### config.mk
export PLATFORM = sky130hd
export DESIGN_NAME = sio_cfg_port
export DESIGN_NICKNAME = d
export VERILOG_FILES = /design/src/rtl/sio_cfg_pkg.sv /design/src/rtl/sio_key_fsm.sv /design/src/rtl/sio_glb_regs.sv /design/src/rtl/sio_dev_stub.sv /design/src/rtl/sio_cfg_port.sv
export SDC_FILE = /design/constraint.sdc
export NUM_CORES = 1
export LEC_CHECK = 0
export BUFFER_PORTS_ARGS = -buffer_cell sky130_fd_sc_hd__clkbuf_2
export CAP_MARGIN = 10
export CORE_MARGIN = 2
export CORE_UTILIZATION = 40
export CTS_CLUSTER_DIAMETER = 120
export CTS_CLUSTER_SIZE = 30
export DETAILED_ROUTE_END_ITERATION = 12
export PLACE_DENSITY = 0.57
export SYNTH_ARGS = -nofsm -noshare
export SYNTH_HDL_FRONTEND = slang
export SYNTH_SLANG_ARGS = --single-unit
### constraint.sdc
create_clock -name clk -period 7.3 [get_ports clk]
set_input_delay 0 -clock clk [delete_from_list [all_inputs] [get_ports clk]]
set_output_delay 0 -clock clk [all_outputs]
set_load 0.03 [all_outputs]
### src/rtl/sio_cfg_pkg.sv
package sio_cfg_pkg;
  typedef enum logic [1:0] {LK_CLOSED, LK_HALF, LK_OPEN} lock_state_e;

  localparam logic [7:0]  KEY_ENTER    = 8'h87;
  localparam logic [7:0]  KEY_EXIT     = 8'hAA;
  localparam logic [7:0]  IDX_DEVSEL   = 8'h07;
  localparam logic [7:0]  IDX_ID_HI    = 8'h20;
  localparam logic [7:0]  IDX_ID_LO    = 8'h21;
  localparam logic [7:0]  IDX_REV      = 8'h22;
  localparam logic [7:0]  IDX_VEND_HI  = 8'h23;
  localparam logic [7:0]  IDX_VEND_LO  = 8'h24;
  localparam logic [7:0]  IDX_DEV_BASE = 8'h30;
  localparam logic [15:0] VENDOR_ID    = 16'h1934;
  localparam logic [7:0]  SEALED_BYTE  = 8'hFF;
endpackage

### src/rtl/sio_key_fsm.sv
module sio_key_fsm
  import sio_cfg_pkg::*;
(
  input  logic       clk,
  input  logic       rst_n,
  input  logic       idx_wr,
  input  logic [7:0] wdata,
  output logic       open_o,
  output logic       idx_load
);
  lock_state_e st_q, st_d;

  always_comb begin
    st_d = st_q;
    if (idx_wr) begin
      case (st_q)
        LK_CLOSED: if (wdata == KEY_ENTER) st_d = LK_HALF;
        LK_HALF:   st_d = (wdata == KEY_ENTER) ? LK_OPEN : LK_CLOSED;
        LK_OPEN:   if (wdata == KEY_EXIT) st_d = LK_CLOSED;
        default:   st_d = LK_CLOSED;
      endcase
    end
  end

  always_ff @(posedge clk) begin
    if (!rst_n) st_q <= LK_CLOSED;
    else        st_q <= st_d;
  end

  assign open_o   = (st_q == LK_OPEN);
  assign idx_load = idx_wr && open_o && (wdata != KEY_EXIT);

  // opening is always caused by a key byte on the index port
  a_r2_open_needs_key: assert property (@(posedge clk) disable iff (!rst_n)
    $rose(open_o) |-> $past(idx_wr && wdata == KEY_ENTER));

  // a foreign second byte never opens the space
  a_r3_bad_second_key: assert property (@(posedge clk) disable iff (!rst_n)
    (st_q == LK_HALF && idx_wr && wdata != KEY_ENTER) |=> !open_o);

  // the exit byte seals
  a_r4_exit_seals: assert property (@(posedge clk) disable iff (!rst_n)
    (open_o && idx_wr && wdata == KEY_EXIT) |=> !open_o);
endmodule

### src/rtl/sio_glb_regs.sv
module sio_glb_regs
  import sio_cfg_pkg::*;
#(
  parameter logic [15:0] DEV_ID  = 16'h0B27,
  parameter logic [7:0]  DEV_REV = 8'h05
)(
  input  logic       clk,
  input  logic       rst_n,
  input  logic       idx_load,
  input  logic       glb_wr,
  input  logic [7:0] wdata,
  output logic [7:0] idx_o,
  output logic [7:0] devsel_o,
  output logic [7:0] rdata_o
);
  logic [7:0] idx_q, devsel_q;

  always_ff @(posedge clk) begin
    if (!rst_n) begin
      idx_q    <= 8'h00;
      devsel_q <= 8'h00;
    end else begin
      if (idx_load) idx_q <= wdata;
      if (glb_wr && idx_q == IDX_DEVSEL) devsel_q <= wdata;
    end
  end

  always_comb begin
    case (idx_q)
      IDX_DEVSEL:  rdata_o = devsel_q;
      IDX_ID_HI:   rdata_o = DEV_ID[15:8];
      IDX_ID_LO:   rdata_o = DEV_ID[7:0];
      IDX_REV:     rdata_o = DEV_REV;
      IDX_VEND_HI: rdata_o = VENDOR_ID[15:8];
      IDX_VEND_LO: rdata_o = VENDOR_ID[7:0];
      default:     rdata_o = 8'h00;
    endcase
  end

  assign idx_o    = idx_q;
  assign devsel_o = devsel_q;

  // the index register moves only on an accepted index write
  a_r6_index_source: assert property (@(posedge clk) disable iff (!rst_n)
    !$stable(idx_q) |-> $past(idx_load));

  // the device select moves only on a data write at its index
  a_r7_devsel_source: assert property (@(posedge clk) disable iff (!rst_n)
    !$stable(devsel_q) |-> $past(glb_wr && idx_q == IDX_DEVSEL));
endmodule

### src/rtl/sio_dev_stub.sv
module sio_dev_stub #(
  parameter int NUM_DEV = 8,
  parameter int DEPTH   = 16
)(
  input  logic       clk,
  input  logic       rst_n,
  input  logic       wr,
  input  logic [7:0] devsel_i,
  input  logic [7:0] off_i,
  input  logic [7:0] wdata,
  output logic [7:0] rdata_o
);
  localparam int         DEV_W   = (NUM_DEV > 1) ? $clog2(NUM_DEV) : 1;
  localparam int         OFF_W   = (DEPTH > 1) ? $clog2(DEPTH) : 1;
  localparam logic [8:0] NDEV_B  = 9'(NUM_DEV);
  localparam logic [8:0] DEPTH_B = 9'(DEPTH);

  logic             hit;
  logic [DEV_W-1:0] dsel;
  logic [OFF_W-1:0] off;
  logic [7:0]       dev_rd [NUM_DEV];

  assign hit  = ({1'b0, devsel_i} < NDEV_B) && ({1'b0, off_i} < DEPTH_B);
  assign dsel = devsel_i[DEV_W-1:0];
  assign off  = off_i[OFF_W-1:0];

  for (genvar d = 0; d < NUM_DEV; d++) begin : g_dev
    logic [7:0] regs [DEPTH];
    always_ff @(posedge clk) begin
      if (!rst_n) begin
        for (int k = 0; k < DEPTH; k++) regs[k] <= 8'h00;
      end else if (wr && hit && dsel == DEV_W'(d)) begin
        regs[off] <= wdata;
      end
    end
    assign dev_rd[d] = regs[off];
  end

  assign rdata_o = hit ? dev_rd[dsel] : 8'hFF;
endmodule

### src/rtl/sio_cfg_port.sv
module sio_cfg_port
  import sio_cfg_pkg::*;
#(
  parameter int          NUM_DEV = 8,
  parameter int          DEPTH   = 16,
  parameter logic [15:0] DEV_ID  = 16'h0B27,
  parameter logic [7:0]  DEV_REV = 8'h05
)(
  input  logic       clk,
  input  logic       rst_n,
  input  logic       host_addr,
  input  logic       host_wr,
  input  logic       host_rd,
  input  logic [7:0] host_wdata,
  output logic [7:0] host_rdata
);
  logic       open, idx_load, idx_wr, dat_wr, in_dev;
  logic [7:0] idx, devsel, glb_rd, dev_rd, rd_next;

  assign idx_wr = host_wr && !host_addr;
  assign dat_wr = host_wr && host_addr && open;

  sio_key_fsm u_key (
    .clk(clk), .rst_n(rst_n), .idx_wr(idx_wr), .wdata(host_wdata),
    .open_o(open), .idx_load(idx_load)
  );

  sio_glb_regs #(.DEV_ID(DEV_ID), .DEV_REV(DEV_REV)) u_glb (
    .clk(clk), .rst_n(rst_n), .idx_load(idx_load),
    .glb_wr(dat_wr && !in_dev), .wdata(host_wdata),
    .idx_o(idx), .devsel_o(devsel), .rdata_o(glb_rd)
  );

  assign in_dev = (idx >= IDX_DEV_BASE);

  sio_dev_stub #(.NUM_DEV(NUM_DEV), .DEPTH(DEPTH)) u_dev (
    .clk(clk), .rst_n(rst_n), .wr(dat_wr && in_dev), .devsel_i(devsel),
    .off_i(idx - IDX_DEV_BASE), .wdata(host_wdata), .rdata_o(dev_rd)
  );

  always_comb begin
    if (!open)          rd_next = SEALED_BYTE;
    else if (!host_addr) rd_next = idx;
    else if (in_dev)    rd_next = dev_rd;
    else                rd_next = glb_rd;
  end

  always_ff @(posedge clk) begin
    if (!rst_n)       host_rdata <= SEALED_BYTE;
    else if (host_rd) host_rdata <= rd_next;
  end

  // sealed reads return all ones
  a_r5_sealed_reads: assert property (@(posedge clk) disable iff (!rst_n)
    (host_rd && !open) |=> host_rdata == 8'hFF);

  // read data holds between read strobes
  a_r12_rdata_hold: assert property (@(posedge clk) disable iff (!rst_n)
    !host_rd |=> $stable(host_rdata));
endmodule

# == Word level (Yosys, flattened, before mapping) ==
# Memory sizes are Yosys's and may differ from the RTL's.
# Index checks and enable logic that the tools add are counted.
# Widths: inputs -> output; s select.
# word_totals
regBits,26
mem_bits_rw,1024
output_inout_bits,8
mem_count,8
# op_classes
n_addsub,1
magnitude_cmp,4
n_eq_ne,20
muxes,61
bitwise,1
n_reduce_logical,31
# memory_table
memory,depth,word_bits,read_ports,rd_ports_with_merged_regs,write_ports,line,rtl
u_dev.g_dev[0].regs,16,8,1,0,16,sio_dev_stub.sv:28,logic [7:0] regs [DEPTH];
u_dev.g_dev[1].regs,16,8,1,0,16,sio_dev_stub.sv:28,
u_dev.g_dev[2].regs,16,8,1,0,16,sio_dev_stub.sv:28,
u_dev.g_dev[3].regs,16,8,1,0,16,sio_dev_stub.sv:28,
u_dev.g_dev[4].regs,16,8,1,0,16,sio_dev_stub.sv:28,
u_dev.g_dev[5].regs,16,8,1,0,16,sio_dev_stub.sv:28,
2 more memories,-,-,-,-,-,-,
# op_table
op,count
$mux 8,14
$reduce_or 8->1,8
$pmux 8 s6,1
$eq 8x6->1 const B,5
$mux 1,33
$mux 4,8
$bmux 8 s3,1
$logic_and 1x1->1,18
$eq 8x8->1 const B,2
$eq 3x3->1 const B,4
$eq 8x3->1 const B,1
$ge 8x6->1 const B,1
$lt 8x4->1 const B,1
$lt 8x5->1 const B,1
$ne 8x8->1 const B,1
$sub 8x6->8 const B,1
$eq 3x2->1 const B,2
$mux 2,3
$pmux 2 s3,1
$ge 4x4->1 const B,1
$ne 2x1->1 const B,2
$not 3->4,1
$eq 3x1->1 const B,1
$logic_not 3->1,1
other kinds (5),6

# == Logic depth before layout (Yosys ltp) ==
# Gate-level depths: netlist of run 1.
# logic_depth
word_depth,10
depth_mapped,12
depth_no_buf,7

# == Cells and area by module ==
# Synthesis of run 1 repeated with hierarchy kept, for this count alone.
# hier_totals
hier_cells,3651
hier_area_um2,49543.8
# modules_own_cells
module,n_inst,cells_per_inst,area_per_inst_um2
sio_dev_stub,1,3489,48067.4
sio_glb_regs,1,81,810.8
sio_cfg_port,1,66,515.5
sio_key_fsm,1,15,150.1

# == Worst setup path before layout of run 1 ==
# OpenSTA, ideal clock, no wires.
# synth_path
path_type,register -> register
from,reg u_glb.idx_q[1] (netlist: u_glb.idx_o[1])
to,"mem u_dev.g_dev[1].regs[2][0], enable pin"
arrival_ns,2.396
path_slack_ns,4.520
path_stages_with_launch,9
synth_period_minus_slack_ns,2.780
cell_sequence,dfxtp_1 buf_4 buf_4 buf_2 buf_2 buf_2 nor2b_1 nand2_1 o21ai_0
# synth_rtl
element,line,rtl
"start, declared",sio_glb_regs.sv:16,"logic [7:0] idx_q, devsel_q;"
"start signal, assigned",sio_glb_regs.sv:23,if (idx_load) idx_q <= wdata;
"end, declared",sio_dev_stub.sv:28,

==> metrics.yaml, run 1 <==
fmax_mhz: 201
setup_viol: 0
io_buffers: 20
yosysSeqAreaShare: 0.675
finalCriticalPeriod_ns: 4.98
clock_latency_ns: 0.67
routed_via_density: 6.25
drt-pass1-iter-count: 6
num_rows: 124
grt_pass1_vias: 27059
slew_violations: 0
finalWirelength_microns: 164000
fin_crit_sh: 0.682
finalPower_w: 0.0103
detailed_place_hpwl_microns: 110000
drtAntennaViolNets: 0
yosysTopAreaCell: "edfxtp_1"
postCtsResizedCells: 0
critical_path_class: "reg2reg"
cts_tree: "yes"
cts-root-buf: "clkbuf_16"
syn-cell-area_sq_um: 46300
hold_class: "in2reg"
cts_buffers: 40
track_usage: 0.275
avgSynthCellArea_sq_um: 13.8
dp_cells: 4695
cts.sinks: 1050
relSlewSlack: 0.138
synthFlopType: "edfxtp_1"
status: "complete, no violations"
finalHoldViolCount: 0
async_reset_ff_frac: 0
grt_first_pass_wirelength_microns: 223000
grt_overflow: 0
synth_cells: 3360
startpoint_type: "flip-flop"
clockBufferDepth: 3
drcViolationCount: 0
grt_max_degree: 110
synth.distinct_cells: 59
maxCapViolations: 0
tightest_slew_ns: 1.28
path_clk_slew_ns: 0.12
fp.dieW_microns: 344
ys_ff_latch: 1050
initial_core_util: 0.404
synth-edff-count: 1024
end_kind: "flip-flop"
rsz0062_at_grt: "false"
core_sq_um: 115000
synth.top_cell.area_share: 0.664
ir_drop_v: 0.000143
p_per_area_nw_per_um2: 211
ctsHtreeMaxLevel: 2
die_h_microns: 344
skew_ns: 0.0351
finalSetupTns_ns: 0
ys.warnings.count: 0
detail_route.wl_per_cell_microns: 34.4
synthTopCellsByArea: "edfxtp_1, mux4_2, nor2_1, mux2i_1, nand2_1"
gp_congestion: 1.04
worstPathArrival_ns: 5.26
area.growth.synth_to_final_pct: 5.67
dieArea_sq_um: 118000
synthesis.nets: 3373
p_leak_nw: 13.8
worst-path-max-fanout: 73
required_ns: 7.58
stdcell_count: 4771
drive_above_1_share: 0.119
vias: 29806
grt_antenna_before_repair: 9
ios: 21
nets: 3255
drt_iter0_drc: 5201
cells by family after synthesis:
kind of cell | share of synthesized area
AND/OR/NAND/NOR | 0.120
flip-flops | 0.675
multiplexers | 0.139
AO/OA/AOI/OAI | 0.0394
buffers and inverters | 0.0258
registers in the layout (all words and copies together), names as in the netlist:
name              flops
u_key.st_q            2
u_glb.devsel_o        8
u_dev.g_dev.regs   1024
u_glb.idx_o           8
host_rdata            8
cells in the mapped netlist (all sizes together), types with 25 or more instances:
cell / n
mux4: 232
nand3: 37
clkbuf: 186
edfxtp: 1024
o21ai: 148
nand2: 200
buf: 72
nor2: 1079
mux2i: 118
a22oi: 67
a21oi: 25
dfxtp: 26
worst max-delay path, cell delays in order (launching register included):
cell and delay [ns]:
dfxtp_1 0.38, nor2b_1 0.48, nand4_1 0.23, nor3_1 0.95
nand3_4 0.86, buf_4 0.63, o21ai_0 0.98
final timing paths:
| kind | slack, ns | end | from | cells past startpoint |
|---|---|---|---|---|
| max | 2.32 | u_dev.g_dev[7].regs[8][6] | u_key.st_q[1] | 6 |
| min | 0.14 | u_dev.g_dev[0].regs[14][1] | rst_n | 3 |
| max reg2reg | 2.32 | u_dev.g_dev[7].regs[8][6] | u_key.st_q[1] | 6 |
| min reg2reg | 0.53 | u_key.st_q[1] | u_key.st_q[1] | 1 |
layout make-up:
type,count,area [sq um]
repair buffers,98,721
clock buffers,56,1080
inverters,4,15.0
flip-flops and latches,1050,31300
multi-input cells,2048,13900
diodes,1,2.50
well taps,1512,1890
clock inverters,2,17.5
fillers,10413,65600
repair_timing:
item / CTS / global route
buffers inserted: 0 / 0
endpoints found under the hold margin: 16 / 0
setup endpoints to repair: 0 / 0
hold buffers: 7 / 0
layout by cell type (no fill, tap or decap), drive strengths merged, types with 26 or more instances in the layout:
cell type,n
edfxtp,1024
buf,68
nor2,1079
clkbuf,79
nand3,37
o21ai,148
mux4,232
a22oi,67
mux2i,118
dfxtp,26
nand2,200
layer usage:
| layer | share of wire | wire (microns) | vias up | track usage |
|---|---|---|---|---|
| met2 | 0.43 | 71200 | 2164 | 0.405 |
| met1 | 0.40 | 65300 | 15239 | 0.400 |
| met3 | 0.12 | 20200 | 314 | 0.0594 |
| met5 | 0.00031 | 51 | - | 0 |
| li1 | - | - | 12081 | - |
| met4 | 0.045 | 7450 | 8 | 0.106 |
power breakdown:
part	switching (W)	total [W]	internal [W]	leakage [nW]
combinational	0.000298	0.000426	0.000128	3.29
sequential	0.000119	0.00700	0.00688	9.93
clock	0.00183	0.00289	0.00106	0.532
metrics by stage:
step                 util  hold WS (ns)  instance area [sq um]  worst slack, ns
CTS                 0.427        0.0965                  48900             2.46
detailed placement  0.417         0.475                  47700             2.47
finish              0.427         0.141                  48900             2.32
global placement    0.417         0.471                  47700             2.62
global route        0.427         0.134                  48900             2.08
floorplan               -         0.243                  46300             4.52
(Power assumes the default switching activity.)
==> run 2: changes to the inputs <==
ABC_AREA = 1   (was default)
PLACE_DENSITY = 0.59   (was 0.57)
clock period = 4.2 ns   (was 7.3 ns; I/O delays follow)
==> run 2 against run 1 <==
First-iteration DRC count fell by 13%. Cell area grew 3.8%. Via count increased by 18%. Highest routed layer unchanged.
==> metrics.yaml, run 2 <==
status: "complete, no violations"  # unchanged
p_leak_nw: 21.3  # was 13.8 nW
dieArea_sq_um: 122000  # was 118,000 sq um
skew_ns: 0.0427  # was 0.0351 ns
synth.most_common_cell: "nand2_1"  # was nor2_1
reg2reg_slack_ns: 0.36  # was 2.32 ns
core_sq_um: 118000  # was 115,000 sq um
drtAntennaViolNets: 0  # unchanged
cts.sinks: 1050  # unchanged
largest-register: "u_dev.g_dev.regs"  # unchanged
maxCapViolations: 0  # unchanged
fin_util: 0.429  # was 0.427
slew_violations: 0  # unchanged
finalWirelength_microns: 144000  # was 164,000 microns
cts_tree: "yes"  # unchanged
io_buffers: 20  # unchanged
detailed_place_hpwl_microns: 87500  # was 110,000 microns
final_cell_mix: "nand2_1, nor2_1, edfxtp_1"  # was nor2_1, edfxtp_1, mux4_2
cts-root-buf: "clkbuf_16"  # unchanged
dp_cells: 6605  # was 4,695
grt_pass1_vias: 33395  # was 27,059
synth_cells: 5223  # was 3,360
dpl_cell_area_sq_um: 49600  # was 47,700 sq um
ir_drop_v: 0.000280  # was 0.000143 V
p_per_area_nw_per_um2: 349  # was 211 nW/um^2
finalHoldViolCount: 0  # unchanged
drive_above_1_share: 0.0363  # was 0.119
finalCriticalPeriod_ns: 3.84  # was 4.98 ns
yosysTopAreaCell: "edfxtp_1"  # unchanged
end_kind: "flip-flop"  # unchanged
path_clk_slew_ns: 0.12  # about the same
fmax_mhz: 261  # was 201 MHz
synthFlopType: "edfxtp_1"  # unchanged
pre_cts_ws_ns: 0.621  # was 2.47 ns
die_h_microns: 350  # was 344 microns
worst-path-max-fanout: 150  # was 73
finalSetupTns_ns: 0  # unchanged
worstPathArrival_ns: 4.41  # was 5.26 ns
syn-cell-area_sq_um: 47800  # was 46,300 sq um
stdcell_area_sq_um: 50800  # was 48,900 sq um
grt_overflow: 0  # unchanged
avgSynthCellArea_sq_um: 9.16  # was 13.8 sq um
synth-edff-count: 1024  # unchanged
drt_iter0_drc: 4527  # was 5,201
ios: 21  # unchanged
layout_commonest_cell: "nand2_1"  # was nor2_1
setup_viol: 0  # unchanged
hold_class: "in2reg"  # unchanged
tightest_slew_ns: 1.12  # was 1.28 ns
clock_latency_ns: 0.66  # was 0.67 ns
ys_top_cells_by_count: "nand2_1, nor2_1, edfxtp_1"  # was nor2_1, edfxtp_1, mux4_2
area.growth.synth_to_final_pct: 6.19  # was 5.67%
grt_max_degree: 151  # was 110
stdcell_count: 6675  # was 4,771
track_usage: 0.233  # was 0.275
clockBufferDepth: 3  # unchanged
critical_path_class: "reg2reg"  # unchanged
gp_congestion: 0.925  # was 1.04
synthTopCellsByArea: "edfxtp_1, nand2_1, nor2_1, clkbuf_1, a22oi_1"  # was edfxtp_1, mux4_2, nor2_1, mux2i_1, nand2_1
cts_buffers: 40  # unchanged
required_ns: 4.78  # was 7.58 ns
drcViolationCount: 0  # unchanged
relSlewSlack: 0.251  # was 0.138
ys.warnings.count: 0  # unchanged
detail_route.wl_per_cell_microns: 21.6  # was 34.4 microns
fp.dieW_microns: 350  # was 344 microns
initial_core_util: 0.404  # about the same
routed_via_density: 5.28  # was 6.25
yosysSeqAreaShare: 0.654  # was 0.675
largest_register_ffs: 1024  # unchanged
drt-pass1-iter-count: 6  # unchanged
synthesis.nets: 5236  # was 3,373
ctsHtreeMaxLevel: 2  # unchanged
finalWorstSetupSlack_ns: 0.362  # was 2.32 ns
num_rows: 126  # was 124
rsz0062_at_grt: "false"  # unchanged
fin_crit_sh: 0.914  # was 0.682
startpoint_type: "flip-flop"  # unchanged
synth.top_cell.area_share: 0.643  # was 0.664
ys_ff_latch: 1050  # unchanged
synth.distinct_cells: 32  # was 59
grt_antenna_before_repair: 4  # was 9
vias: 35217  # was 29,806
async_reset_ff_frac: 0  # unchanged
nets: 5072  # was 3,255
grt_first_pass_wirelength_microns: 213000  # was 223,000 microns
[run 2: metal layers]
metal | GRT usage | share of wire | vias to the layer above
li1 | - | - | 16560
met1 | 0.332 | 0.43 | 16916
met2 | 0.370 | 0.46 | 1566
met3 | 0.0345 | 0.087 | 171
met4 | 0.0652 | 0.028 | 4
met5 | 0 | 0.00017 | -
[run 2: critical path: stages, from the launching register on]
cell and delay [ns]:
dfxtp_4 0.73, inv_8 0.07, buf_12 0.25, nand2_1 0.23, nand2_1 0.11, nand2_1 0.07, nand2_1 0.05, nand2_1 0.08
nand2_1 0.07, nor2_1 0.26, nor2_1 0.16, nor2_1 0.27, nand2_1 0.10, nand2_1 0.08, nand3_1 0.08, nand2_1 0.08
nand2_1 0.09, nand2_1 0.07, nand2_1 0.05, nand2_1 0.05, dlygate4sd3_1 0.54, nand2_1 0.04
[run 2: power breakdown]
group          internal (W)  leakage (nW)  switching [W]
sequential           0.0118          10.8       0.000112
combinational      0.000149          9.98       0.000723
clock               0.00183         0.524        0.00312
[run 2: timing repair]
| action | 4_1_cts | 5_1_grt |
|---|---|---|
| setup buffers | 0 | 0 |
| gates resized for setup | 0 | 0 |
| endpoints found under the hold margin | 18 | 0 |
| hold buffers | 12 | 0 |
[run 2: cell families after synthesis]
family	Yosys count	share of synthesized area
flops	1050	0.654
compound gates	191	0.0275
simple gates	3615	0.289
buf+inv	367	0.0295
[run 2: worst paths after layout]
check | from | to | cells past startpoint
worst max-delay path | u_glb.idx_o[0] | host_rdata[0] | 21
worst min-delay path | rst_n | u_dev.g_dev[6].regs[8][6] | 2
worst max register to register | u_glb.idx_o[0] | host_rdata[0] | 21
worst min register to register | host_rdata[1] | host_rdata[1] | 2
[run 2: metrics by stage]
stage | power [W] | hold slack [ns]
2_1_floorplan | 0.0126 | 0.176
3_5_place_dp | 0.0130 | 0.353
6_report | 0.0177 | 0.0897
5_1_grt | 0.0182 | 0.104
3_3_place_gp | 0.0130 | 0.358
4_1_cts | 0.0177 | 0.0607
[run 2: area by class of cell]
class	count	area, sq um
multi-input combinational	3806	15200
inverter	45	224
antenna	1	2.50
fill	11505	67600
tap	1600	2000
sequential	1050	31300
clock buffer	57	1090
timing repair buffer	116	1010
